### src/rtl/pic_front_pkg.sv
package pic_front_pkg;
  typedef enum logic [2:0] {
    ST_IDLE  = 3'd0,
    ST_BASE  = 3'd1,
    ST_CASC  = 3'd2,
    ST_MODE  = 3'd3,
    ST_READY = 3'd4
  } init_st_t;

  localparam int RESTART_BIT = 4;
endpackage

### src/rtl/pic_init_ctrl.sv
module pic_init_ctrl
  import pic_front_pkg::*;
#(
  parameter int DW = 8
) (
  input  logic          clk,
  input  logic          rst_n,
  input  logic          wr_en,
  input  logic          wr_a0,
  input  logic [DW-1:0] wr_data,
  output logic          restart,
  output logic          ready,
  output logic [DW-1:0] vec_base,
  output logic [DW-1:0] casc_cfg,
  output logic [DW-1:0] mask
);
  init_st_t st_q;

  // Restart decode: offset 0 with the restart bit set.
  assign restart = wr_en && !wr_a0 && wr_data[RESTART_BIT];
  assign ready   = (st_q == ST_READY);

  always_ff @(posedge clk or negedge rst_n) begin
    if (!rst_n) begin
      st_q     <= ST_IDLE;
      vec_base <= '0;
      casc_cfg <= '0;
      mask     <= '0;
    end else if (restart) begin
      st_q <= ST_BASE;
      mask <= '0;
    end else if (wr_en && wr_a0) begin
      unique case (st_q)
        ST_BASE: begin
          vec_base <= wr_data;
          st_q     <= ST_CASC;
        end
        ST_CASC: begin
          casc_cfg <= wr_data;
          st_q     <= ST_MODE;
        end
        ST_MODE:  st_q <= ST_READY;
        ST_READY: mask <= wr_data;
        default:  st_q <= st_q;
      endcase
    end
  end
endmodule

### src/rtl/pic_req_unit.sv
module pic_req_unit #(
  parameter int N  = 8,
  parameter int IW = $clog2(N)
) (
  input  logic          clk,
  input  logic          rst_n,
  input  logic          ready,
  input  logic          restart,
  input  logic [N-1:0]  irq_req,
  input  logic [N-1:0]  mask,
  input  logic          take,
  output logic          any_elig,
  output logic          win_found,
  output logic [IW-1:0] win_idx,
  output logic [N-1:0]  in_service
);
  logic [N-1:0] pend_q;
  logic [N-1:0] elig;

  assign elig     = pend_q & ~mask;
  assign any_elig = ready && (|elig);

  // Fixed priority: the lowest index wins, so scan downward.
  always_comb begin
    win_found = 1'b0;
    win_idx   = '0;
    for (int i = N - 1; i >= 0; i--) begin
      if (elig[i]) begin
        win_found = 1'b1;
        win_idx   = IW'(i);
      end
    end
  end

  for (genvar g = 0; g < N; g++) begin : g_line
    logic hit;
    assign hit = take && win_found && (win_idx == IW'(g));

    always_ff @(posedge clk or negedge rst_n) begin
      if (!rst_n) begin
        pend_q[g]     <= 1'b0;
        in_service[g] <= 1'b0;
      end else if (restart || !ready) begin
        pend_q[g]     <= 1'b0;
        in_service[g] <= 1'b0;
      end else begin
        pend_q[g] <= irq_req[g] | (pend_q[g] & ~hit);
        if (hit) in_service[g] <= 1'b1;
      end
    end
  end
endmodule

### src/rtl/pic_ack_unit.sv
module pic_ack_unit #(
  parameter int DW = 8,
  parameter int IW = $clog2(DW)
) (
  input  logic          clk,
  input  logic          rst_n,
  input  logic          ready,
  input  logic          restart,
  input  logic          ack_strobe,
  input  logic          win_found,
  input  logic [IW-1:0] win_idx,
  input  logic [DW-1:0] vec_base,
  input  logic [DW-1:0] casc_cfg,
  input  logic          is_slave,
  input  logic [IW-1:0] cas_in,
  output logic          take,
  output logic          vec_valid,
  output logic [DW-1:0] vec_data,
  output logic [IW-1:0] cas_out
);
  logic phase_q;
  logic spur_q;
  logic second;
  logic drive;

  assign take   = ready && !restart && ack_strobe && !phase_q;
  assign second = ready && !restart && ack_strobe &&  phase_q;

  always_comb begin
    if (is_slave) drive = (cas_in == casc_cfg[IW-1:0]);
    else          drive = spur_q || !casc_cfg[cas_out];
  end

  always_ff @(posedge clk or negedge rst_n) begin
    if (!rst_n) begin
      phase_q   <= 1'b0;
      spur_q    <= 1'b0;
      cas_out   <= '0;
      vec_valid <= 1'b0;
      vec_data  <= '0;
    end else begin
      vec_valid <= 1'b0;
      if (restart || !ready) begin
        phase_q <= 1'b0;
      end else if (take) begin
        phase_q <= 1'b1;
        spur_q  <= !win_found;
        cas_out <= win_found ? win_idx : '1;
      end else if (second) begin
        phase_q <= 1'b0;
        if (drive) begin
          vec_valid <= 1'b1;
          vec_data  <= {vec_base[DW-1:IW], cas_out};
        end
      end
    end
  end
endmodule

### src/rtl/pic_front.sv
module pic_front #(
  parameter int NUM_IRQ = 8,
  localparam int IW     = $clog2(NUM_IRQ)
) (
  input  logic               clk,
  input  logic               rst_n,
  input  logic               wr_en,
  input  logic               wr_a0,
  input  logic [NUM_IRQ-1:0] wr_data,
  input  logic [NUM_IRQ-1:0] irq_req,
  input  logic               ack_strobe,
  input  logic               is_slave,
  input  logic [IW-1:0]      cas_in,
  output logic               init_done,
  output logic               int_out,
  output logic [NUM_IRQ-1:0] in_service,
  output logic [IW-1:0]      cas_out,
  output logic               vec_valid,
  output logic [NUM_IRQ-1:0] vec_data
);
  logic               restart;
  logic               ready;
  logic               take;
  logic               win_found;
  logic [IW-1:0]      win_idx;
  logic [NUM_IRQ-1:0] vec_base;
  logic [NUM_IRQ-1:0] casc_cfg;
  logic [NUM_IRQ-1:0] mask;

  assign init_done = ready;

  pic_init_ctrl #(.DW(NUM_IRQ)) u_init (
    .clk(clk), .rst_n(rst_n), .wr_en(wr_en), .wr_a0(wr_a0), .wr_data(wr_data),
    .restart(restart), .ready(ready), .vec_base(vec_base),
    .casc_cfg(casc_cfg), .mask(mask)
  );

  pic_req_unit #(.N(NUM_IRQ), .IW(IW)) u_req (
    .clk(clk), .rst_n(rst_n), .ready(ready), .restart(restart),
    .irq_req(irq_req), .mask(mask), .take(take), .any_elig(int_out),
    .win_found(win_found), .win_idx(win_idx), .in_service(in_service)
  );

  pic_ack_unit #(.DW(NUM_IRQ), .IW(IW)) u_ack (
    .clk(clk), .rst_n(rst_n), .ready(ready), .restart(restart),
    .ack_strobe(ack_strobe), .win_found(win_found), .win_idx(win_idx),
    .vec_base(vec_base), .casc_cfg(casc_cfg), .is_slave(is_slave),
    .cas_in(cas_in), .take(take), .vec_valid(vec_valid),
    .vec_data(vec_data), .cas_out(cas_out)
  );
endmodule

### config.mk
export PLATFORM = sky130hd
export DESIGN_NAME = pic_front
export DESIGN_NICKNAME = d
export VERILOG_FILES = /design/src/rtl/pic_front_pkg.sv /design/src/rtl/pic_init_ctrl.sv /design/src/rtl/pic_req_unit.sv /design/src/rtl/pic_ack_unit.sv /design/src/rtl/pic_front.sv
export SDC_FILE = /design/constraint.sdc
export NUM_CORES = 1
export LEC_CHECK = 0
export CAP_MARGIN = 20
export CORE_ASPECT_RATIO = 1.75
export CORE_MARGIN = 4
export CORE_UTILIZATION = 55
export CTS_CLUSTER_SIZE = 25
export DETAILED_ROUTE_END_ITERATION = 6
export MAX_ROUTING_LAYER = met4
export PLACE_DENSITY = 0.9
export SETUP_SLACK_MARGIN = 0.2
export SLEW_MARGIN = 0
export SYNTH_ARGS = -nofsm -noshare
export SYNTH_HDL_FRONTEND = slang
export SYNTH_SLANG_ARGS = --single-unit
export TNS_END_PERCENT = 5
### constraint.sdc
create_clock -name clk -period 3.5 [get_ports clk]
set_input_delay 0.7 -clock clk [delete_from_list [all_inputs] [get_ports clk]]
set_output_delay 0.7 -clock clk [all_outputs]
set_load 0.005 [all_outputs]
==> run metrics <==
status=complete, no violations; First-pass DRT Iterations=4; Die Ht=96.70 um; DP Cell Count=304; IO Count=47; first-pass GRT wire length=9259 um; top post-synthesis cells by area=dfrtp_1 (55%), a22o_1 (6.0%), mux2_2 (5.9%); Worst VDD drop=0.0006835 V; unrepaired setup endpoints after global routing=false; per-cell routed wire length=17.90 um; Final min period=2832 ps; pre-CTS setup slack=564.4 ps; synthesized area=0.002472 mm2; Pleak=1.401 nW; Worst-Skew Late Latency=310 ps; Final period util=80.91%; H-Tree Level Count=2; Post-synth top flop=dfrtp_1; number of remaining DRC errors=0; Post-synth EDFFs=0; worst-path fanout max=4; worst hold margin=338.7 ps; DP HPWL=4233 um; Rel. slew slack=53.08%; Power, Total=1.824 mW; Core Area=0.004364 mm2; Flop pwr share=51.1%; post-synth top area share=54.66%; CTS clock-pin slew for the worst setup and hold paths=100 ps; Area growth syn-to-layout=25.91%; Die Area=0.005674 mm2; P_sw=0.5377 mW; Cell variety after synth=34; clock sink count=54; Slew Limit Fails=0; final hold vios=0; max-capacitance violation count=0; Layout Cells excl Fill=312; remaining global-route overflow=0; cell taking the most area after synthesis=dfrtp_1; setup ws final=668.2 ps; critical path type=flop to output port; PwrDens=586.1 mW/mm2; Post-Synthesis Cells=210; vias in the first global route=1,877; Cell Area, Placed=0.003000 mm2; Die W=58.68 um; CTS buffer count=5; vias per cell=5.849; final instance area=0.003113 mm2; initial core utilization=56.65%; ys async rst share=100.0%; Req. time, crit path=2800 ps; # resized after CTS=0; combinational power share=26.0%; Site Rows=32; via count=1,825; top cells by count, synth=dfrtp_1 (54), a22o_1 (17), o21ai_0 (17); Sw Ratio=29.47%; post-route ant nets=0; crit path DAT=2130 ps; Initial DRC Count=44; GRT Total Usage=22.07%; CTS tree=done; Detailed Route WL=5586 um; setup violators final=0; Seq/Total Area, Yosys=54.66%; cts hold-fix bufs=0; Max Fclk=353.1 MHz; Worst Hold Class=primary input to asynchronous set/reset pin; Root Buffer=clkbuf_8; crit path launch type=flop; share of cells above drive strength 1=15.33%; #FFs+latches synth=54; Pint=1.287 mW; setup TNS=0 ps; Clk network pwr share=22.9%; post-synthesis area per instance=11.77 um2; GP Congestion=0.8562; initial antenna violation count=0; clock skew=10.12 ps; n_diodes=0; syn_nets=235; total setup buffers inserted after CTS=0; fin nets=285; Yosys warnings=0; largest net degree at the start of global routing=34; top-count cell post-synth=dfrtp_1; count of input and output buffers=46; CTS Buffer Depth=2; CP endpoint kind=output port; post-layout util=71.33%; worst slew pin tran=700.8 ps
power by group through the flow:
stage	registers [mW]	clock network, mW	logic (mW)
floorplan	0.891	0	0.331
global placement	0.928	0	0.449
detailed placement	0.938	0	0.473
CTS	0.930	0.423	0.477
global route	0.952	0.446	0.524
finish	0.933	0.418	0.474
worst max-delay path: stages (launching register included):
cell             delay (ps)
dfrtp_1                 390
nor2b_1                 140
or2_2                   350
nand3b_1                290
and2_1                  220
clkdlybuf4s50_1         430
path summary, 6_finish.rpt:
path	start	end	slack, ps	cells past startpoint
max	u_req.pend_q[0]	int_out	670	5
min	rst_n	u_ack.vec_valid	340	1
max reg2reg	u_init.st_q[0]	u_ack.vec_data[3]	1100	7
min reg2reg	u_init.casc_cfg[3]	u_init.casc_cfg[3]	510	1
max in group asynchronous	rst_n	u_req.pend_q[0]	2620	2
min in group clk	u_init.casc_cfg[3]	u_init.casc_cfg[3]	510	1
cell families (layout without fill, tap and decap cells):
kind of cell / after synthesis / count (layout) / synth area share [%]
simple gates: 45 / 45 / 9.970
mux: 24 / 24 / 13.31
xor+xnor: 3 / 3 / 1.063
compound gates: 64 / 64 / 17.66
buf+inv: 20 / 71 / 3.340
flops: 54 / 54 / 54.66
metal layers:
layer / wire (um) / global-route usage, %
met4: 223 / 10.65
met2: 2977 / 36.09
met3: 190 / 3.738
met1: 2195 / 25.70
met5: 0 / -
area by class of cell:
class | count | area [um2]
timing repair buffer | 50 | 498.0
inverter | 13 | 48.80
fill | 298 | 1251
clock buffer | 5 | 68.82
sequential | 54 | 1351
multi-input combinational | 136 | 1039
clock inverter | 3 | 43.79
tap | 51 | 63.81
state kept, by name, indices dropped and copies added, names as in the netlist:
signal            flops
u_ack.phase_q         1
u_init.vec_base       5
u_init.casc_cfg       8
u_ack.spur_q          1
u_req.pend_q          8
u_init.st_q           3
u_req.in_service      8
u_init.mask           8
u_ack.vec_valid       1
u_ack.vec_data        8
u_ack.cas_out         3
placed cells by master, fill, tap and decap left out, drive strengths merged, types with 2 or more instances in the layout:
cell type      count
mux2              21
buf                5
nor3               3
mux4               2
a31oi              7
o31ai              3
clkbuf             5
a32o               2
o21ai             19
or2                2
a41oi              4
nor2               8
o21a               2
nand3b             2
nand2b             7
nor2b              5
nand3              2
and2               3
xnor2              3
nand2             11
dfrtp             54
a22o              17
clkdlybuf4s50     45
a21oi              8
inv               14
Note: power is estimated with default switching activity, not from simulation.
